## src/rtl/sram_ctrl_pkg.sv

```systemverilog
package sram_ctrl_pkg;

  typedef enum logic [1:0] {
    ST_IDLE   = 2'd0,
    ST_WPULSE = 2'd1,
    ST_RACC   = 2'd2,
    ST_RTURN  = 2'd3
  } seq_state_e;

  // Round a nanosecond limit up to whole clock cycles, never below one.
  function automatic int unsigned ns_to_cyc(input int unsigned ns, input int unsigned clk_ns);
    int unsigned c;
    c = (ns + clk_ns - 1) / clk_ns;
    if (c == 0) c = 1;
    return c;
  endfunction

  function automatic int unsigned max2(input int unsigned a, input int unsigned b);
    return (a > b) ? a : b;
  endfunction

endpackage

```

## src/rtl/sram_phase_timer.sv

```systemverilog
module sram_phase_timer #(
  parameter int unsigned CNT_W = 3
) (
  input  logic             clk,
  input  logic             rst,
  input  logic             load,
  input  logic [CNT_W-1:0] load_val,
  output logic             zero
);

  logic [CNT_W-1:0] cnt_q;

  always_ff @(posedge clk) begin
    if (rst) begin
      cnt_q <= '0;
    end else if (load) begin
      cnt_q <= load_val;
    end else if (cnt_q != '0) begin
      cnt_q <= cnt_q - 1'b1;
    end
  end

  assign zero = (cnt_q == '0);

endmodule

```

## src/rtl/sram_seq_ctrl.sv

```systemverilog
module sram_seq_ctrl
  import sram_ctrl_pkg::*;
#(
  parameter int unsigned CNT_W    = 3,
  parameter int unsigned WR_CYC   = 3,
  parameter int unsigned RD_CYC   = 3,
  parameter int unsigned TURN_CYC = 1
) (
  input  logic             clk,
  input  logic             rst,
  input  logic             req_valid,
  input  logic             req_write,
  input  logic             tmr_zero,
  output logic             accept,
  output logic             cap_rd,
  output logic             tmr_load,
  output logic [CNT_W-1:0] tmr_val,
  output logic             ce_n,
  output logic             oe_n,
  output logic             we_n,
  output logic             dq_oe,
  output logic             busy,
  output logic             done
);

  localparam logic [CNT_W-1:0] WR_LAST   = CNT_W'(WR_CYC - 1);
  localparam logic [CNT_W-1:0] RD_LAST   = CNT_W'(RD_CYC - 1);
  localparam logic [CNT_W-1:0] TURN_LAST = CNT_W'(TURN_CYC - 1);

  seq_state_e state_q;

  always_comb begin
    accept   = (state_q == ST_IDLE) && req_valid;
    cap_rd   = (state_q == ST_RACC) && tmr_zero;
    tmr_load = 1'b0;
    tmr_val  = '0;
    if (accept) begin
      tmr_load = 1'b1;
      tmr_val  = req_write ? WR_LAST : RD_LAST;
    end else if (cap_rd) begin
      tmr_load = 1'b1;
      tmr_val  = TURN_LAST;
    end
  end

  always_ff @(posedge clk) begin
    if (rst) begin
      state_q <= ST_IDLE;
      ce_n    <= 1'b1;
      oe_n    <= 1'b1;
      we_n    <= 1'b1;
      dq_oe   <= 1'b0;
      busy    <= 1'b0;
      done    <= 1'b0;
    end else begin
      done <= 1'b0;
      unique case (state_q)
        ST_IDLE: begin
          if (req_valid) begin
            busy <= 1'b1;
            ce_n <= 1'b0;
            if (req_write) begin
              we_n    <= 1'b0;
              dq_oe   <= 1'b1;
              state_q <= ST_WPULSE;
            end else begin
              oe_n    <= 1'b0;
              state_q <= ST_RACC;
            end
          end
        end
        ST_WPULSE: begin
          if (tmr_zero) begin
            we_n    <= 1'b1;
            ce_n    <= 1'b1;
            dq_oe   <= 1'b0;
            busy    <= 1'b0;
            done    <= 1'b1;
            state_q <= ST_IDLE;
          end
        end
        ST_RACC: begin
          if (tmr_zero) begin
            ce_n    <= 1'b1;
            oe_n    <= 1'b1;
            state_q <= ST_RTURN;
          end
        end
        ST_RTURN: begin
          if (tmr_zero) begin
            busy    <= 1'b0;
            done    <= 1'b1;
            state_q <= ST_IDLE;
          end
        end
        default: state_q <= ST_IDLE;
      endcase
    end
  end

endmodule

```

## src/rtl/sram_dq_path.sv

```systemverilog
module sram_dq_path #(
  parameter int unsigned ADDR_W = 19,
  parameter int unsigned DATA_W = 8
) (
  input  logic              clk,
  input  logic              rst,
  input  logic              accept,
  input  logic              cap_rd,
  input  logic [ADDR_W-1:0] req_addr,
  input  logic [DATA_W-1:0] req_wdata,
  input  logic [DATA_W-1:0] mem_dq_in,
  output logic [ADDR_W-1:0] mem_addr,
  output logic [DATA_W-1:0] mem_dq_out,
  output logic [DATA_W-1:0] rsp_rdata
);

  always_ff @(posedge clk) begin
    if (rst) begin
      mem_addr   <= '0;
      mem_dq_out <= '0;
    end else if (accept) begin
      mem_addr   <= req_addr;
      mem_dq_out <= req_wdata;
    end
  end

  always_ff @(posedge clk) begin
    if (rst) begin
      rsp_rdata <= '0;
    end else if (cap_rd) begin
      rsp_rdata <= mem_dq_in;
    end
  end

endmodule

```

## src/rtl/sram_async_ctrl.sv

```systemverilog
module sram_async_ctrl
  import sram_ctrl_pkg::*;
#(
  parameter int unsigned ADDR_W    = 19,
  parameter int unsigned DATA_W    = 8,
  parameter int unsigned CLK_NS    = 20,
  parameter int unsigned T_WC_NS   = 55,
  parameter int unsigned T_PWE_NS  = 45,
  parameter int unsigned T_AW_NS   = 45,
  parameter int unsigned T_SD_NS   = 30,
  parameter int unsigned T_RC_NS   = 55,
  parameter int unsigned T_AA_NS   = 55,
  parameter int unsigned T_DOE_NS  = 25,
  parameter int unsigned T_HZOE_NS = 20
) (
  input  logic              clk,
  input  logic              rst,
  input  logic              req_valid,
  input  logic              req_write,
  input  logic [ADDR_W-1:0] req_addr,
  input  logic [DATA_W-1:0] req_wdata,
  output logic [DATA_W-1:0] rsp_rdata,
  output logic              busy,
  output logic              done,
  output logic              mem_ce_n,
  output logic              mem_oe_n,
  output logic              mem_we_n,
  output logic [ADDR_W-1:0] mem_addr,
  output logic [DATA_W-1:0] mem_dq_out,
  output logic              mem_dq_oe,
  input  logic [DATA_W-1:0] mem_dq_in
);

  localparam int unsigned WR_CYC = max2(max2(ns_to_cyc(T_WC_NS, CLK_NS), ns_to_cyc(T_PWE_NS, CLK_NS)),
                                        max2(ns_to_cyc(T_AW_NS, CLK_NS), ns_to_cyc(T_SD_NS, CLK_NS)));
  localparam int unsigned RD_CYC = max2(max2(ns_to_cyc(T_RC_NS, CLK_NS), ns_to_cyc(T_AA_NS, CLK_NS)),
                                        ns_to_cyc(T_DOE_NS, CLK_NS));
  localparam int unsigned TURN_CYC = ns_to_cyc(T_HZOE_NS, CLK_NS);
  localparam int unsigned CNT_W    = $clog2(max2(WR_CYC, max2(RD_CYC, TURN_CYC)) + 1);

  logic             accept;
  logic             cap_rd;
  logic             tmr_load;
  logic [CNT_W-1:0] tmr_val;
  logic             tmr_zero;

  sram_phase_timer #(
    .CNT_W (CNT_W)
  ) u_timer (
    .clk      (clk),
    .rst      (rst),
    .load     (tmr_load),
    .load_val (tmr_val),
    .zero     (tmr_zero)
  );

  sram_seq_ctrl #(
    .CNT_W    (CNT_W),
    .WR_CYC   (WR_CYC),
    .RD_CYC   (RD_CYC),
    .TURN_CYC (TURN_CYC)
  ) u_seq (
    .clk       (clk),
    .rst       (rst),
    .req_valid (req_valid),
    .req_write (req_write),
    .tmr_zero  (tmr_zero),
    .accept    (accept),
    .cap_rd    (cap_rd),
    .tmr_load  (tmr_load),
    .tmr_val   (tmr_val),
    .ce_n      (mem_ce_n),
    .oe_n      (mem_oe_n),
    .we_n      (mem_we_n),
    .dq_oe     (mem_dq_oe),
    .busy      (busy),
    .done      (done)
  );

  sram_dq_path #(
    .ADDR_W (ADDR_W),
    .DATA_W (DATA_W)
  ) u_path (
    .clk        (clk),
    .rst        (rst),
    .accept     (accept),
    .cap_rd     (cap_rd),
    .req_addr   (req_addr),
    .req_wdata  (req_wdata),
    .mem_dq_in  (mem_dq_in),
    .mem_addr   (mem_addr),
    .mem_dq_out (mem_dq_out),
    .rsp_rdata  (rsp_rdata)
  );

endmodule

```

## config.mk

```make
export PLATFORM = sky130hd
export DESIGN_NAME = sram_async_ctrl
export DESIGN_NICKNAME = d
export VERILOG_FILES = /design/src/rtl/sram_ctrl_pkg.sv /design/src/rtl/sram_phase_timer.sv /design/src/rtl/sram_seq_ctrl.sv /design/src/rtl/sram_dq_path.sv /design/src/rtl/sram_async_ctrl.sv
export SDC_FILE = /design/constraint.sdc
export NUM_CORES = 1
export LEC_CHECK = 0
export ABC_AREA = 0
export BUFFER_PORTS_ARGS = -buffer_cell sky130_fd_sc_hd__buf_4
export CAP_MARGIN = 30
export CORE_MARGIN = 5
export CORE_UTILIZATION = 47
export CTS_CLUSTER_SIZE = 20
export DETAILED_ROUTE_END_ITERATION = 6
export GPL_TIMING_DRIVEN = 1
export PLACE_DENSITY = 0.9
export SYNTH_ARGS = -nofsm -noshare
export SYNTH_HDL_FRONTEND = slang
export SYNTH_HIERARCHICAL = 1
export SYNTH_SLANG_ARGS = --single-unit
```

## constraint.sdc

```tcl
create_clock -name clk -period 2.2 [get_ports clk]
set_input_delay 0.22 -clock clk [delete_from_list [all_inputs] [get_ports clk]]
set_output_delay 0.22 -clock clk [all_outputs]
set_load 0.01 [all_outputs]
```

======== Word level (Yosys, flattened, before mapping) ========
Cells that the tools add are included.
storage, ports and cells
  flip-flop bits (word level) ............. 45
  bits of input ports ..................... 39
  output and inout port bits .............. 41
  logic and storage cells ................. 67
operators by class
  $add $sub $neg .......................... 1
  eq/ne operators ......................... 10
  muxes and demuxes ....................... 26
  bitwise operators ....................... 1
  reductions and logical operators ........ 18
operators by type and width
  kind                                                                    count
  2-bit 2-to-1 mux                                                        7
  1-bit 2-to-1 mux                                                        13
  2-bit nonzero test                                                      6
  1-bit case mux with 2 select lines                                      5
  3-bit AND reduction                                                     3
  2-bit by 1-bit != test with 1-bit output (second input constant)        4
  4-bit AND reduction                                                     2
  2-bit != test (second input constant)                                   3
  2-bit case mux with 3 select lines                                      1
  2-bit OR reduction                                                      3
  2-bit equality test (second input constant)                             2
  2-bit zero test                                                         2
  2-bit by 1-bit equality test with 1-bit output (second input constant)  1
  1-bit logical AND                                                       2
  2-bit by 1-bit subtractor with 2-bit output (second input constant)     1
  1-bit inverter                                                          1

======== Depth between registers and ports, before layout ========
Gate-level depths: netlist of run 1.
  depth in word-level cells ............... 5
  depth in mapped cells ................... 7
  mapped depth without buffers ............ 6

======== Cells and area by module ========
The synthesis of run 1 kept the hierarchy.
modules (own cells, without submodules)
  module            instances  cells an instance  area each (um^2)  seq. area each (um^2)
  sram_dq_path      1          113                1258.7            700.7
  sram_seq_ctrl     1          61                 536.8             160.2
  sram_phase_timer  1          12                 121.4             40.0

======== Least setup slack after synthesis of run 1 ========
Ideal clock, no wire load.
  path type ............................... register -> register
  from .................................... reg u_seq.state_q[0]
  to ...................................... reg u_timer.cnt_q[1]
  library setup time ...................... 96 ps
  arrival ................................. 1462 ps
  required time ........................... 2104 ps
  slack ................................... 642 ps
  stages on the path, launching flop included .. 6
  buffers on the path ..................... 0
  clock period less this slack ............ 1558 ps
  cell sequence ........................... dfxtp_1 -> inv_1 -> ha_1 -> and2_1 -> or2_1 -> o41ai_2
on the way
  elaborated cells on any way between the ends .. 9
  those cells by class .................... eq/ne: 1; mux: 4; reduce/logical: 4
RTL lines
  item                                                    line                    source
  start: declaration                                      sram_seq_ctrl.sv:30     seq_state_e state_q;
  start signal: assignment                                sram_seq_ctrl.sv:48     state_q <= ST_IDLE;
  start signal: assignment                                sram_seq_ctrl.sv:65     state_q <= ST_WPULSE;
  start signal: assignment                                sram_seq_ctrl.sv:68     state_q <= ST_RACC;
  2-bit zero test (*)                                     sram_seq_ctrl.sv:33     accept = (state_q == ST_IDLE) && req_valid;
  1-bit logical AND (*)                                   sram_seq_ctrl.sv:33
  named net accept                                        sram_async_ctrl.sv:41   logic accept;
  1-bit 2-to-1 mux (*)                                    sram_seq_ctrl.sv:37     if (accept) begin
  named net tmr_load                                      sram_async_ctrl.sv:43   logic tmr_load;
  2-bit 2-to-1 mux or 2-bit nonzero test (tied branches)  n/a
  end signal: assignment                                  sram_phase_timer.sv:17  cnt_q <= load_val;
  end signal: assignment                                  sram_phase_timer.sv:19  cnt_q <= cnt_q - 1'b1;
  end: declaration                                        sram_phase_timer.sv:11  logic [CNT_W-1:0] cnt_q;
The timed path passes the listed nets; every way through them passes the cells marked *.
A chain may end at the register's enable or synchronous reset.

======== Worst setup path in the final report of run 1 ========
  from .................................... reg u_seq.state_q[0]
  to ...................................... reg u_path.mem_dq_out[6]
on the way
  longest elaborated chain between the ends .. 2
RTL lines
  item                    line                   source
  2-bit zero test         sram_seq_ctrl.sv:33
  1-bit logical AND       sram_seq_ctrl.sv:33
  named net accept        sram_async_ctrl.sv:41
  end signal: assignment  sram_dq_path.sv:23     mem_dq_out <= req_wdata;
  end: declaration        sram_dq_path.sv:13     output logic [DATA_W-1:0] mem_dq_out,
The timed path passes the listed nets, and every way through them passes these cells.

==> results of run 1 <==
==> worst min-delay path: cells and delay by family <==
kind / cells / cell delay [ns]
mux: 1 / 0.05
buf+inv: 1 / 0.08
simple gates: 1 / 0.07
==> power by group <==
part	leakage [uW]	total, uW	internal, uW	switching, uW
Combinational	0.000793	1310	665	646
Clock	0.0000433	505	248	256
Sequential	0.000370	1120	1010	116
Total	0.00121	2940	1920	1020
==> Yosys cell counts (all sizes together), types with 3 or more instances <==
cell / number / area share (%)
dfxtp: 45 / 47
mux2i: 37 / 19
nor2: 36 / 7.0
buf: 8 / 4.4
ha: 8 / 5.2
inv: 6 / 1.2
nand2: 5 / 0.98
nand2b: 4 / 1.3
nor2b: 4 / 1.3
and2: 3 / 0.98
nor3b: 3 / 1.4
o21ai: 3 / 0.78
==> logic make-up after synthesis <==
group	count (synthesis)	share of synthesized area, %
buf+inv	16	5.94
xor+xnor	1	0.457
fa+ha+maj	8	5.22
simple gates	63	15.7
flops	45	47.0
other cells	1	0.196
compound gates	14	5.61
mux	38	19.9
==> layout make-up <==
cell class	instances	share of cell area [%]
clock inverters	1	0.290
inverters	6	0.870
clock buffers	6	3.19
flip-flops and latches	45	34.8
multi-input cells	125	34.9
well taps	50	2.42
repair buffers	81	23.5
==> layer usage <==
layer | GRT usage (%) | up-vias | share of wire [%]
li1 | - | 777 | -
met1 | 17.6 | 689 | 41
met2 | 24.2 | 67 | 47
met3 | 6.98 | 0 | 11
met4 | 2.41 | 0 | 0
met5 | 0 | - | 0
==> state kept, by name (all words and copies together) (netlist names) <==
register and count:
u_path/mem_addr 19, u_path/mem_dq_out 8, u_timer/cnt_q 2, u_seq/done 1
u_seq/oe_n 1, u_seq/ce_n 1, u_path/rsp_rdata 8, u_seq/dq_oe 1
u_seq/we_n 1, u_seq/state_q 2, u_seq/busy 1
==> worst min-delay path by stage <==
| stage | startpoint | to | slack [ns] |
|---|---|---|---|
| after floorplan | rst | u_seq/dq_oe | 0.29 |
| after global placement | mem_dq_in[0] | u_path/rsp_rdata[0] | 0.45 |
| after detailed placement | req_addr[4] | u_path/mem_addr[4] | 0.46 |
| after CTS | req_addr[4] | u_path/mem_addr[4] | 0.16 |
| after global routing | mem_dq_in[0] | u_path/rsp_rdata[0] | 0.15 |
| final | req_addr[17] | u_path/mem_addr[17] | 0.17 |
==> through the flow <==
step           instance area (um2)  util, %
2_1_floorplan                 1920        -
3_3_place_gp                  2500     62.9
3_5_place_dp                  2500     62.9
4_1_cts                       2590     65.2
5_1_grt                       2590     65.2
6_report                      2590     65.2
==> key figures, run 1 <==
Place
  – Final GP Congestion: 0.831
  – Detailed placement HPWL: 3070 um
  – Pre-CTS setup slack: 0.444 ns
  – Post-placement cell count: 307
  – I/O Buffers: 79

Cells and area
  – Filler cells: 336
  – Area Growth Syn to Fin: 35.0%
  – Finished Layout Cells: 314
  – Most common cell after layout, fill and taps aside: buf_4
  – Inserted Diodes: 0
  – Most frequent cells in the layout: buf_4 (81), dfxtp_1 (45), mux2i_1 (37), nor2_1 (36), ha_1 (8)
  – Layout cells sized above 1: 34.8%
  – Storage cell area: 901 um2
  – Nets@finish: 311
  – Area of the multi-input gates: 903 um2

Clock tree
  – H-tree Lvls: 2
  – Root Driver: clkbuf_8
  – Post-CTS Setup Bufs: 0
  – Max clock buf depth: 2
  – CTS clk-pin slew, worst paths: 0.08 ns
  – CTS tree: yes
  – TritonCTS Buffers: 5
  – Clock Latency Late Sink: 0.28 ns
  – Hold_buf cts: 0
  – CTS Sinks: 45
  – Post-CTS sizing: 0

Floorplanning
  – Die area: 0.00546 mm2
  – Initial Util: 48.3%
  – Ports: 80
  – Die Ht: 73.9 um
  – Core area: 0.00397 mm2
  – Site Rows: 23
  – Die width: 73.9 um

Setup path
  – WP buf/inv: 2
  – R2r setup slk: 0.46 ns
  – Cell depth of the worst flop-to-flop path: 6
  – Critical path class: reg2reg
  – Crit Reg-Reg Endpoint: u_path/mem_dq_out[6]
  – Crit path DAT: 1.91 ns
  – Delay-heaviest family, CP: buffers and inverters
  – Worst-path cell chain: inv_1 -> ha_1 -> and2_2 -> buf_4 -> mux2i_1 -> nor2_1
  – CP max-delay cell: buf_4
  – CP Capture Type: flop
  – Reg2reg start: u_seq/state_q[0]
  – Setup crit start kind: flop
  – Crit path capture: u_path/mem_dq_out[6]
  – Critical Path RT: 2.36 ns
  – Worst Setup SP: u_seq/state_q[0]
  – Critical Path Fanout Max: 28
  – Slowest cell delay on critical path: 0.40 ns
  – WP depth: 6

Run status
  – Outcome: completed

Synth
  – #FFs+latches synth: 45
  – Synth Warn #: 6
  – Mapped Area: 0.00192 mm2
  – Post-synth EDFFs: 0
  – Synth Flop Type: dfxtp_1
  – Syn nets: 233
  – Syn Inst Count: 186
  – Seq/Total Area, Yosys: 47.0%
  – Yosys cell types: 34
  – Synth async-reset ratio: 0%
  – Syn_area_per_cell: 10.3 um2

Route
  – Routed len/inst: 13.1 um
  – Vias per cell: 4.88
  – Via count: 1,533
  – WL final: 4110 um
  – Final ANT Viol Nets: 0
  – Drt drc: 0
  – Number of DRC markers in iteration 0: 53
  – Total iterations of the first detailed-routing run: 4

STA
  – Hold slack: 0.168 ns
  – Worst setup margin: 0.458 ns
  – Setup TNS: 0 ns
  – Crit share post-route: 79.2%
  – Min cycle time layout: 1.74 ns
  – Final Hold Vio Count: 0
  – RSZ-0062 raised after global routing: false
  – Skew final: 0.00299 ns
  – Setup violators final: 0
  – Fmax: 574 MHz
  – Fin. max-slew vios: 0

GRT
  – Vias in the first global route: 1,485
  – Largest net degree at the start of global routing: 44
  – Antenna violations before repair: 0
  – First-pass GRT wire length: 6330 um
  – GRT Overall Usage: 14.7%
  – Grt total ovfl: 0

Power and ir drop
  – Leakage Power: 0.00121 uW
  – VDD IR max: 0.889 mV
  – Final Total Pwr: 2940 uW
  – Power Density: 1140 mW/mm2

Hold path
  – Hold crit path type: in2reg
  – Cells on Worst Hold Path: 3

Flow run
  – Max-cap violations: 0
Note: power is estimated with default switching activity, not from simulation.
==> run 2, diff against run 1 <==
==> constraint.sdc (replaced) <==
create_clock -name clk -period 1.73 [get_ports clk]
set_input_delay 0.173 -clock clk [delete_from_list [all_inputs] [get_ports clk]]
set_output_delay 0.173 -clock clk [all_outputs]
set_load 0.01 [all_outputs]
==> run 2 against run 1 <==
Compared with the run above:
- cell count is 1.6% higher
- combinational power is 34% higher
- highest routed layer is now met4
- total power is 34% higher
==> key figures, run 2 (synthesized netlist as in run 1, its figures left out) <==
Run status
  – Outcome: completed

Cells and area
  – Most flops, register: u_path/mem_addr
  – Most frequent cells in the layout: buf_4 (84), dfxtp_1 (44), mux2i_1 (37), nor2_1 (36), ha_1 (8)
  – Inserted Diodes: 0 (unchanged)
  – Design area: 0.00264 mm2 (+2.2%)
  – Largest register FFs: 19 (unchanged)
  – Nets@finish: 315 (+1.3%)
  – Top flop regs: u_path/mem_addr (19), u_path/mem_dq_out (8), u_path/rsp_rdata (8)
  – Filler cells: 328 (-2.4%)
  – Final core utilization: 66.6% (+1.4 points)
  – Most common cell after layout, fill and taps aside: buf_4
  – Finished Layout Cells: 319 (+1.6%)
  – Area Growth Syn to Fin: 37.9%
  – Layout cells sized above 1: 36.1% (+1.2 points)

Route
  – Drt drc: 0 (unchanged)
  – Vias per cell: 4.87 (-0.22%)
  – Routed len/inst: 12.9 um (-1.0%)
  – Via count: 1,554 (+1.4%)
  – WL final: 4130 um (+0.54%)
  – Total iterations of the first detailed-routing run: 4 (unchanged)
  – Final ANT Viol Nets: 0 (unchanged)
  – Number of DRC markers in iteration 0: 51 (-3.8%)

Clock tree
  – H-tree Lvls: 2 (unchanged)
  – Clock Latency Late Sink: 0.29 ns (about the same)
  – CTS Sinks: 45 (unchanged)
  – TritonCTS Buffers: 5 (unchanged)
  – CTS clk-pin slew, worst paths: 0.09 ns (about the same)
  – Post-CTS Setup Bufs: 0 (unchanged)
  – CTS tree: yes
  – Root Driver: clkbuf_8
  – Max clock buf depth: 2 (unchanged)

Floorplanning
  – Site Rows: 23 (unchanged)
  – Die width: 73.9 um (unchanged)
  – Die Ht: 73.9 um (unchanged)
  – Die area: 0.00546 mm2 (unchanged)
  – Initial Util: 48.3% (unchanged)
  – Core area: 0.00397 mm2 (unchanged)
  – Ports: 80 (unchanged)

Setup path
  – Critical Path RT: 1.94 ns (-0.42 ns)
  – Critical Path Fanout Max: 6 (-79%)
  – Critical path class: reg2reg
  – CP Capture Type: flop
  – R2r setup slk: 0.13 ns (-0.33 ns)
  – Setup crit start kind: flop
  – Crit path DAT: 1.80 ns (-0.11 ns)

GRT
  – Vias in the first global route: 1,575 (+6.1%)
  – GRT Overall Usage: 15.6% (+0.91 points)
  – Grt total ovfl: 0 (unchanged)
  – Antenna violations before repair: 0 (unchanged)
  – Largest net degree at the start of global routing: 44 (unchanged)
  – First-pass GRT wire length: 6710 um (+6.0%)

STA
  – Fin. max-slew vios: 0 (unchanged)
  – Skew final: 0.00955 ns (+0.00656 ns)
  – Fmax: 626 MHz (+9.1%)
  – Crit share post-route: 92.3% (+13 points)
  – Setup violators final: 0 (unchanged)
  – Setup TNS: 0 ns (unchanged)
  – RSZ-0062 raised after global routing: false
  – Final Hold Vio Count: 0 (unchanged)
  – Min cycle time layout: 1.60 ns (-0.145 ns)

Place
  – Final GP Congestion: 0.861 (+3.6%)
  – Detailed placement HPWL: 3170 um (+3.3%)
  – I/O Buffers: 79 (unchanged)
  – Post-placement cell count: 311 (+1.3%)
  – Post-DP Area: 0.00253 mm2 (+1.2%)

Power and ir drop
  – Power Density: 1490 mW/mm2 (+31%)
  – VDD IR max: 0.972 mV (+9.3%)
  – Leakage Power: 0.00124 uW (+2.7%)

Flow run
  – Max-cap violations: 0 (unchanged)

Hold path
  – Hold crit path type: in2reg
## run 2: cell types whose count changed in the layout (fill, tap and decap cells not counted), sizes merged
cell,before,now
clkinvlp,1,0
buf,81,85
clkinv,0,1
bufinv,0,1
## run 2: per-stage QoR
step | setup slack [ns] | hold slack [ns] | total power (uW)
after CTS | 0.0634 | 0.100 | 3980
after detailed placement | 0.0609 | 0.414 | 3190
after global placement | 0.166 | 0.404 | 3140
final | 0.132 | 0.113 | 3940
after floorplan | 0.172 | 0.243 | 2660
after global routing | 0.00659 | 0.0937 | 4230
## run 2: critical path: stages, from the launching register on
cell	delay, ns
dfxtp_2	0.38
inv_1	0.10
ha_1	0.24
and2_2	0.21
or2_1	0.26
o41ai_2	0.32
## run 2: final cells by class
cell class | count | area, um2 | area share (%)
clock inverter | 2 | 38.8 | 1.47
sequential | 45 | 902 | 34.1
tap | 50 | 62.6 | 2.37
clock buffer | 6 | 72.6 | 2.74
timing repair buffer | 85 | 642 | 24.3
multi-input combinational | 125 | 903 | 34.2
inverter | 6 | 22.5 | 0.852
## run 2: power by group
part / total [uW] / internal [uW] / switching, uW
clock network: 767 / 433 / 334
logic: 1760 / 901 / 858
registers: 1410 / 1280 / 131
total: 3940 / 2620 / 1320
## run 2: what timing repair did
action | in CTS | in global routing
endpoints found under the setup margin | 0 | 15
hold buffers | 0 | 0
gates resized for setup | 0 | 2
endpoints found under the hold margin | 0 | 0
## run 2: metal layers
metal | track usage [%] | wire [um]
met1 | 16.4 | 1600
met2 | 26.5 | 1970
met3 | 8.07 | 518
met4 | 5.63 | 44
met5 | 0 | 0
## run 2: worst paths after layout
kind,startpoint,cells past startpoint,to
setup / recovery,u_seq/state_q[1],5,u_timer/cnt_q[1]
hold / removal,req_addr[5],3,u_path/mem_addr[5]
setup reg to reg,u_seq/state_q[1],5,u_timer/cnt_q[1]
hold reg to reg,u_path/mem_addr[7],2,u_path/mem_addr[7]
